--- src/rtl/sro_pkg.sv ---
package sro_pkg;
  typedef enum logic [1:0] {
    RS_EMPTY = 2'd0,
    RS_FULL  = 2'd1,
    RS_PULSE = 2'd2
  } rdy_state_e;
endpackage

--- src/rtl/sro_edge_sync.sv ---
module sro_edge_sync #(
  parameter int STAGES = 2
) (
  input  logic clk_i,
  input  logic rst_ni,
  input  logic async_i,
  output logic fall_o
);
  // chain[STAGES-1] is the synchronised level, chain[STAGES] its previous value
  logic [STAGES:0] chain_q;

  always_ff @(posedge clk_i or negedge rst_ni) begin
    if (!rst_ni) chain_q <= '1;
    else         chain_q <= {chain_q[STAGES-1:0], async_i};
  end

  assign fall_o = chain_q[STAGES] & ~chain_q[STAGES-1];
endmodule

--- src/rtl/sro_ready_ctl.sv ---
module sro_ready_ctl
  import sro_pkg::*;
#(
  parameter int PULSE_CYC = 4
) (
  input  logic clk_i,
  input  logic rst_ni,
  input  logic stb_i,
  input  logic cs_ni,
  input  logic done_i,
  output logic load_o,
  output logic load_sel_o,
  output logic capture_o,
  output logic valid_o
);
  localparam int PCW = (PULSE_CYC > 1) ? $clog2(PULSE_CYC) : 1;
  localparam logic [PCW-1:0] PLAST = PCW'(PULSE_CYC - 1);

  rdy_state_e state_q, state_d;
  logic [PCW-1:0] pcnt_q, pcnt_d;
  logic pulse_last;

  assign pulse_last = (state_q == RS_PULSE) && (pcnt_q == PLAST);
  assign valid_o    = (state_q == RS_FULL);
  assign load_o     = ((state_q == RS_EMPTY) && stb_i) || pulse_last;
  assign load_sel_o = (state_q == RS_PULSE);
  // replacement only when host is deselected; with cs low the strobe is dropped
  assign capture_o  = (state_q == RS_FULL) && stb_i && cs_ni && !done_i;

  always_comb begin
    state_d = state_q;
    pcnt_d  = pcnt_q;
    unique case (state_q)
      RS_EMPTY: if (stb_i) state_d = RS_FULL;
      RS_FULL: begin
        if (done_i) begin
          state_d = RS_EMPTY;
        end else if (capture_o) begin
          state_d = RS_PULSE;
          pcnt_d  = '0;
        end
      end
      RS_PULSE: begin
        if (pulse_last) state_d = RS_FULL;
        else            pcnt_d  = pcnt_q + 1'b1;
      end
      default: state_d = RS_EMPTY;
    endcase
  end

  always_ff @(posedge clk_i or negedge rst_ni) begin
    if (!rst_ni) begin
      state_q <= RS_EMPTY;
      pcnt_q  <= '0;
    end else begin
      state_q <= state_d;
      pcnt_q  <= pcnt_d;
    end
  end
endmodule

--- src/rtl/sro_shift_path.sv ---
module sro_shift_path #(
  parameter int W = 16
) (
  input  logic          clk_i,
  input  logic          rst_ni,
  input  logic [W-1:0]  word_i,
  input  logic          capture_i,
  input  logic          load_i,
  input  logic          load_sel_i,
  input  logic          shift_i,
  output logic          bit_o,
  output logic          done_o,
  output logic [$clog2(W)-1:0] cnt_o,
  output logic [W-1:0]  shreg_o
);
  localparam int CW = $clog2(W);
  localparam logic [CW-1:0] CLAST = CW'(W - 1);

  logic [W-1:0]  hold_q, out_q;
  logic [CW-1:0] cnt_q, idx;

  assign done_o = shift_i && (cnt_q == CLAST);
  assign idx    = CLAST - cnt_q;
  assign bit_o  = out_q[idx];
  assign cnt_o  = cnt_q;
  assign shreg_o = out_q;

  always_ff @(posedge clk_i or negedge rst_ni) begin
    if (!rst_ni) begin
      hold_q <= '0;
      out_q  <= '0;
      cnt_q  <= '0;
    end else begin
      if (capture_i) hold_q <= word_i;
      if (load_i)    out_q  <= load_sel_i ? hold_q : word_i;
      // position persists across chip-select gaps
      if (load_i || done_o) cnt_q <= '0;
      else if (shift_i)     cnt_q <= cnt_q + 1'b1;
    end
  end
endmodule

--- src/rtl/ser_readout_port.sv ---
module ser_readout_port #(
  parameter int W         = 16,
  parameter int SYNC_STG  = 2,
  parameter int PULSE_CYC = 4
) (
  input  logic         clk_i,
  input  logic         rst_ni,
  input  logic [W-1:0] word_i,
  input  logic         word_stb_i,
  input  logic         cs_ni,
  input  logic         sclk_i,
  output logic         rdy_no,
  output logic         sdo_o,
  output logic         sdo_oe_o
);
  localparam int CW = $clog2(W);

  logic sclk_fall, load_w, load_sel_w, capture_w, valid_w;
  logic active_w, shift_w, done_w, bit_w;
  logic [CW-1:0] cnt_w;
  logic [W-1:0]  shreg_w;

  sro_edge_sync #(.STAGES(SYNC_STG)) u_sync (
    .clk_i  (clk_i),
    .rst_ni (rst_ni),
    .async_i(sclk_i),
    .fall_o (sclk_fall)
  );

  sro_ready_ctl #(.PULSE_CYC(PULSE_CYC)) u_rdy (
    .clk_i     (clk_i),
    .rst_ni    (rst_ni),
    .stb_i     (word_stb_i),
    .cs_ni     (cs_ni),
    .done_i    (done_w),
    .load_o    (load_w),
    .load_sel_o(load_sel_w),
    .capture_o (capture_w),
    .valid_o   (valid_w)
  );

  assign active_w = valid_w && !cs_ni;
  assign shift_w  = sclk_fall && active_w;

  sro_shift_path #(.W(W)) u_shift (
    .clk_i     (clk_i),
    .rst_ni    (rst_ni),
    .word_i    (word_i),
    .capture_i (capture_w),
    .load_i    (load_w),
    .load_sel_i(load_sel_w),
    .shift_i   (shift_w),
    .bit_o     (bit_w),
    .done_o    (done_w),
    .cnt_o     (cnt_w),
    .shreg_o   (shreg_w)
  );

  assign rdy_no   = !valid_w;
  assign sdo_oe_o = active_w;
  assign sdo_o    = active_w && bit_w;
endmodule

--- config.mk ---
export PLATFORM = sky130hd
export DESIGN_NAME = ser_readout_port
export DESIGN_NICKNAME = d
export VERILOG_FILES = /design/src/rtl/sro_pkg.sv /design/src/rtl/sro_edge_sync.sv /design/src/rtl/sro_ready_ctl.sv /design/src/rtl/sro_shift_path.sv /design/src/rtl/ser_readout_port.sv
export SDC_FILE = /design/constraint.sdc
export NUM_CORES = 1
export LEC_CHECK = 0
export ABC_AREA = 1
export CORE_UTILIZATION = 59
export CTS_CLUSTER_DIAMETER = 60
export DETAILED_ROUTE_END_ITERATION = 8
export PLACE_DENSITY = 0.92
export SYNTH_ARGS = -nofsm -noshare
export SYNTH_HDL_FRONTEND = slang
export SYNTH_SLANG_ARGS = --single-unit
--- constraint.sdc ---
create_clock -name clk_i -period 3.1 [get_ports clk_i]
set_clock_uncertainty 0.15 [all_clocks]
set_input_delay 0.465 -clock clk_i [delete_from_list [all_inputs] [get_ports clk_i]]
set_output_delay 0.465 -clock clk_i [all_outputs]
set_load 0.01 [all_outputs]
# Word level (Yosys, flattened, before mapping)
# Index checks and enable logic that the tools add are counted.
# classes
addsub,3
n_mul,0
n_div,0
n_lt_le_gt_ge,1
n_eq_ne,10
shifts,0
muxes,14
bitwise_logic,2
n_reduce_logical,19
# op_table
cell,count
$mux W16,1
$mux W2,7
$ne A2 B2 Y1 const B,5
$logic_and A1 B1 Y1,9
$mux W4,2
$pmux W2 S3,1
$lt A4 B5 Y1 const B,1
$add A4 B1 Y4 const B,1
$bmux W1 S4,1
$eq A2 B2 Y1 const B,2
$eq A4 B4 Y1 const B,1
$pmux W2 S2,1
$reduce_and A4 Y1,1
$reduce_bool A2 Y1,2
$sub A4 B4 Y4 const A,1
$logic_not A1 Y1,3
$ne A3 B2 Y1 const B,1
$reduce_and A3 Y1,1
$add A2 B1 Y2 const B,1
$eq A2 B1 Y1 const B,1
$logic_not A2 Y1,1
$logic_or A1 B1 Y1,2
$and A1 B1 Y1,1
$mux W1,1
$not A1 Y1,1
# totals
regBits,43
latchBits,0
ram_bits,0
mem_bits_ro,0
in_bits,21
output_inout_bits,3
wordCells,55
memories,0

# Logic depth before layout (Yosys ltp)
# Gate-level depths: netlist (run 1).
# depth
depth_word,9
ltp_mapped,8
mapped_depth_nobuf,8

# Hierarchy
# From an unflattened synthesis (run 1), not the netlist that was laid out.
# hier_totals
hier_cells,259
area_unflattened_um2,2075.7
# by_module_without_submodules
mod,instances,cells_each,area_each_um2,seq_area_each_um2
sro_shift_path,1,218,1729.2,900.9
sro_ready_ctl,1,28,227.7,100.1
sro_edge_sync,1,5,88.8,78.8
ser_readout_port,1,8,30.0,0.0

# Least setup slack after synthesis (run 1)
# No wires, ideal clock.
# synth_path
kind,register -> output
from,"register u_shift.cnt_q[0], in the netlist u_shift.cnt_o[0]"
to,output port sdo_o
arrival_ns,1.033
t_required_ns,2.485
slack_ns,1.452
stages_incl_launch_ff,8
n_path_buf,1
cell_sequence,dfrtp_1 > buf_4 > inv_2 > nand2_1 > nand3_1 > nand3_1 > nand3_1 > a21oi_1
# synth_via
elab_chain_len,4
# synth_lines
element,line,source
from (decl),sro_shift_path.sv:20,"logic [CW-1:0] cnt_q, idx;"
from (signal assigned),sro_shift_path.sv:38,else if (shift_i) cnt_q <= cnt_q + 1'b1;
$sub A4 B4 Y4,sro_shift_path.sv:23,assign idx = CLAST - cnt_q;
$bmux W1 S4,sro_shift_path.sv:24,assign bit_o = out_q[idx];
$mux W1 (implied by the code),sro_shift_path.sv:24,
$logic_and A1 B1 Y1,ser_readout_port.sv:61,assign sdo_o = active_w && bit_w;
to (decl),ser_readout_port.sv:13,"output logic sdo_o,"
# No other way between the ends. The select of a mux whose other input is x is not followed.

# Worst setup path after layout (run 1)
# Same ends and word-level chain as after synthesis.

==> results of run 1 <==
worst max-delay path, delay by kind of cell, from the launching register on:
family                 cells  cell delay [ns]
and+or+nand+nor            4             0.35
AOI/OAI and AO/OA          1             0.14
buffers and inverters      2             0.72
DFF                        1             0.58
synthesized netlist by cell type:
cell and n:
nand2_1 57, inv_1 41, dfrtp_1 40, o21ai_0 30
nand3_1 16, o211ai_1 16, nor2_1 7, buf_2 6
o21ai_1 4, buf_4 3, dfstp_2 3, inv_2 3
nand2_2 3, nor3_1 3, a21oi_1 2, ha_1 2
nor2_2 2, nor2_4 2, a22o_1 1, clkbuf_2 1
clkinv_2 1, nand2_4 1, o31ai_1 1, xor2_1 1
where the power goes:
group          total, W  switching [W]  internal (W)
clock network  0.000337       0.000172      0.000165
logic          0.000703       0.000440      0.000262
registers      0.000914       0.000123      0.000791
total           0.00195       0.000735       0.00122
cell type report:
| type | instances | area [um^2] | share of cell area, % |
|---|---|---|---|
| Tap cell | 46 | 57.6 | 2.44 |
| Multi-Input combinational cell | 148 | 751 | 31.8 |
| Timing Repair Buffer | 23 | 225 | 9.55 |
| Clock buffer | 5 | 37.5 | 1.59 |
| Sequential cell | 43 | 1080 | 45.8 |
| Inverter | 45 | 170 | 7.21 |
| Clock inverter | 2 | 37.5 | 1.59 |
kinds of logic after synthesis:
logic type / Yosys count / share of synthesized area [%]
buffers and inverters: 55 / 11.1
DFF: 43 / 52.5
adders and majority gates: 2 / 1.22
AOI/OAI and AO/OA: 54 / 15.4
xor gates and xnor gates: 1 / 0.426
and+or+nand+nor: 91 / 19.5
metrics by stage:
stage	utilization (%)	worst slack (ns)	instances	instance area [um^2]
2_1_floorplan	-	1.45	246	2060
3_3_place_gp	68.4	0.685	305	2280
6_report	70.7	0.348	312	2360
5_1_grt	70.7	0.209	312	2360
3_5_place_dp	68.4	0.665	305	2280
4_1_cts	70.7	0.378	312	2360
worst max-delay path by stage:
stage                     startpoint    end  slack [ns]  cells past startpoint
floorplan           u_shift.cnt_o[0]  sdo_o        1.45                      7
global placement               cs_ni  sdo_o        0.69                      5
detailed placement             cs_ni  sdo_o        0.67                      5
CTS                 u_shift.cnt_o[0]  sdo_o        0.38                      7
global route        u_shift.cnt_o[0]  sdo_o        0.21                      7
finish              u_shift.cnt_o[0]  sdo_o        0.35                      7
state kept, by name, summed over array words and instances, names as in the netlist:
name             count
u_rdy.state_q        2
u_shift.shreg_o     16
u_sync.chain_q       3
u_shift.hold_q      16
u_shift.cnt_o        4
u_rdy.pcnt_q         2
routing by layer:
| metal | vias to the layer above | track usage [%] |
|---|---|---|
| met5 | - | 0 |
| met4 | 0 | 8.44 |
| met3 | 7 | 4.62 |
| met2 | 58 | 33.5 |
| met1 | 747 | 29.3 |
| li1 | 828 | - |
==> run summary, run 1 <==
Crit-path cells - inv_2, nand2_1, nand3_1, nand3_1, nand3_1, a21oi_1, clkdlybuf4s50_1
Max Fclk - 363 MHz
Number of port buffers - 23
R2R cell count - 4
RSZ-0062 raised after global routing - false
CP max FO - 11
Status - finished clean
Register clock-pin slew on the reported worst setup and hold paths - 0.12 ns
Largest net degree at the start of global routing - 44
Pwr Density - 828 mW/mm^2
Hold WS - 0.0826 ns
Setup violators final - 0
Remaining DRCs - 0
Die Span Y - 61.1 um
Die ar. - 0.00373 mm^2
Initial Util - 61.7%
Post-CTS Setup Bufs - 0
Rel. slew slack - 41.2%
Die X - 61.1 um
Diodes inserted - 0
WP data arrival - 2.14 ns
Worst Hold Class - in2async
Avg Inst Size Synth - 8.37 um^2
Final nets - 289
CTS Sinks - 43
Final Max Tran Viols - 0
Post-Synthesis Cells - 246
Htree depth - 2
Reg-to-Reg End - u_shift.hold_q[6]
Leading cell type in the layout, fill and taps excluded - nand2_1
Final GP Congestion - 0.816
Detail Route Antenna Nets - 0
TNS Setup - 0 ns
Most common cell on crit path - nand3_1
Largest area contributor in the netlist - dfrtp_1
Most frequent cells in the layout - 57 x nand2_1, 41 x inv_1, 40 x dfrtp_1, 30 x o21ai_0, 22 x clkdlybuf4s50_1
Vias per inst - 5.26
Syn nets - 269
Pre-antenna DRT Iters - 4
CTS root buffer - clkbuf_4
Num CTS Buffers - 5
Required time worst endpoint - 2.48 ns
CP endpoint kind - primary output
Slowest stage delay, CP - 0.58 ns
Worst reg2reg startpoint - u_rdy.state_q[0]
CTS tree - done
DRT iter0 DRCs - 65
DP HPWL - 2.42 mm
Core box area - 0.00334 mm^2
Fin crit share - 88.8%
I/O pins - 24
Tmin final - 2.75 ns
Total power draw - 0.00195 W
P_leak - 1.16 nW
Std-Cell Rows - 21
MaxCap Viol Count - 0
Unique masters post-synth - 24
Total routed wirelength - 3.59 mm
Synth Cell Area - 0.00206 mm^2
Share of cells above drive strength 1 - 8.65%
Hold violation count in the final report - 0
GRT Overall Usage - 21.4%
Worst-margin pin slew - 0.883 ns
Fill cells - 267
Metal2 WL - 1.67 mm
WS Path Type - reg2out
Yosys top cell area share - 48.6%
Routed len/inst - 11.5 um
Slowest stage cell, crit path - dfrtp_1
Via count - 1640
Max Used Layer - met4
GR Overflow Total - 0
Maximum VDD drop - 0.000483 V
Vias in the first global route - 1405
Ys Warns - 0
Metal3 WL - 145 um
First-pass GRT wire length - 5.83 mm
Post_cts resized - 0
Met1 wire length - 1.72 mm
Layout area overhead - 14.6%
Number of synthesized register bits - 43
Worst-Skew Late Latency - 0.34 ns
Critical Path Start Type - register
Top post-synthesis cells by area - dfrtp_1 49%, nand2_1 10%, inv_1 7.5%, o21ai_0 7.3%, o211ai_1 5.8%
Hold-fix buffers at CTS - 0
Initial antenna violation count - 0
Max Buffers Root-to-Sink - 2
Register area share after synthesis - 52.5%
Reg2Reg Setup Slack - 1.36 ns
(Power assumes the default switching activity.)
==> run 2, diff against run 1 <==
- CORE_MARGIN: unset -> 2
==> run 2 against run 1 <==
Against the previous run:
- wire length is 1.7% lower
- critical path type unchanged
- largest power group unchanged
- critical path depth stayed put
- register-to-register slack better by 0.02 ns
- clock power is 4% higher
- sequential power hardly changed
- utilization is 0.19 points higher
- sequential share of layout area is 0.12 points lower
==> run summary, run 2 (synthesized netlist as in run 1, its figures left out) <==
Status - finished clean
Final Max Tran Viols - 0
Std-Cell Rows - 21
Max Fclk - 365 MHz
Core box area - 0.00334 mm^2
Hold violation count in the final report - 0
GR Overflow Total - 0
RSZ-0062 raised after global routing - false
Number of port buffers - 23
Place WS - 0.669 ns
Rel. slew slack - 39.8%
Diodes inserted - 0
Post_cts resized - 0
Leading cell type in the layout, fill and taps excluded - nand2_1
CP endpoint kind - primary output
Via count - 1615
Fill cells - 249
Worst-Skew Late Latency - 0.35 ns
Die X - 63.1 um
Critical Path Start Type - register
Most frequent cells in the layout - 57 x nand2_1, 41 x inv_1, 40 x dfrtp_1, 30 x o21ai_0, 22 x clkdlybuf4s50_1
CTS Sinks - 43
Remaining DRCs - 0
Slowest stage cell, crit path - dfrtp_1
Htree depth - 2
Initial Util - 61.7%
Die Span Y - 63.1 um
Final worst slack - 0.360 ns
Detail Route Antenna Nets - 0
Required time worst endpoint - 2.48 ns
DP HPWL - 2.44 mm
Tmin final - 2.74 ns
Vias in the first global route - 1479
Initial antenna violation count - 0
Num CTS Buffers - 5
Pre-antenna DRT Iters - 4
Routed len/inst - 11.3 um
P_leak - 1.17 nW
Fin crit share - 88.4%
WP data arrival - 2.13 ns
MaxCap Viol Count - 0
DRT iter0 DRCs - 58
Max Buffers Root-to-Sink - 2
Register clock-pin slew on the reported worst setup and hold paths - 0.12 ns
Pwr Density - 826 mW/mm^2
Layout area overhead - 14.9%
Slowest stage delay, CP - 0.57 ns
I/O pins - 24
Post-CTS Setup Bufs - 0
TNS Setup - 0 ns
GRT Overall Usage - 20.2%
Hold-fix buffers at CTS - 0
Largest net degree at the start of global routing - 44
Setup violators final - 0
Crit-path cells - inv_2, nand2_1, nand3_1, nand3_1, nand3_1, a21oi_1, clkdlybuf4s50_1
CP max FO - 11
Vias per inst - 5.16
Die ar. - 0.00398 mm^2
Worst-margin pin slew - 0.902 ns
Final nets - 289
CTS root buffer - clkbuf_4
Worst Hold Class - in2async
First-pass GRT wire length - 6.24 mm
Crit path launch - u_shift.cnt_o[0]
Final GP Congestion - 0.779
Maximum VDD drop - 0.000434 V
CTS tree - done
Most common cell on crit path - nand3_1
Share of cells above drive strength 1 - 8.99%
WS Path Type - reg2out
Total routed wirelength - 3.53 mm
Worst reg2reg startpoint - u_rdy.state_q[0]
-- run 2: cell types whose count changed in the layout (fill, tap and decap cells not counted) --
cell,previous run,this run
clkinv_2,1,2
clkinvlp_4,1,0
clkinv_4,0,1
-- run 2: metrics by stage --
stage                     instance area, um^2  total power, W  instances  hold slack (ns)  utilization (%)
after floorplan                          2060         0.00144        246           0.0194                -
after CTS                                2360         0.00197        313           0.0846             70.9
after detailed placement                 2280         0.00161        305            0.197             68.4
after global routing                     2360         0.00213        313            0.118             70.9
final                                    2360         0.00195        313           0.0726             70.9
after global placement                   2280         0.00158        305            0.196             68.4
-- run 2: final cells by class --
type                       instances  area (um^2)  share of cell area (%)
sequential                        43         1080                    45.7
multi-input combinational        148          751                    31.7
timing repair buffer              23          225                    9.52
tap                               46         57.6                    2.43
clock buffer                       5         37.5                    1.59
inverter                          45          170                    7.20
clock inverter                     3         43.8                    1.85
-- run 2: worst paths after layout --
path / end / slack [ns] / cells past startpoint
min in group clk_i: u_sync.chain_q[1] / 0.21 / 0
min reg2reg: u_sync.chain_q[1] / 0.21 / 0
max reg2reg: u_shift.cnt_o[0] / 1.38 / 6
max in group asynchronous: u_shift.hold_q[12] / 2.16 / 1
max: sdo_o / 0.36 / 7
min: u_shift.hold_q[7] / 0.07 / 1
-- run 2: where the power goes --
part	internal, W	switching (W)	total, W
Clock	0.000170	0.000180	0.000349
Sequential	0.000791	0.000120	0.000912
Combinational	0.000262	0.000430	0.000692
Total	0.00122	0.000730	0.00195
-- run 2: worst max-delay path, delay by kind of cell, from the launching register on --
| family | cells | cell delay (ns) |
|---|---|---|
| buffers and inverters | 2 | 0.72 |
| DFF | 1 | 0.57 |
| and+or+nand+nor | 4 | 0.35 |
| AOI/OAI and AO/OA | 1 | 0.14 |
-- run 2: per-layer routing --
metal	routed length, um	vias up	GRT usage, %	part of all wire [%]
li1	-	828	-	-
met2	1660	35	33.8	47
met3	137	9	5.18	3.9
met5	0	-	0	0
met1	1640	743	24.1	46
met4	84	0	10.0	2.4
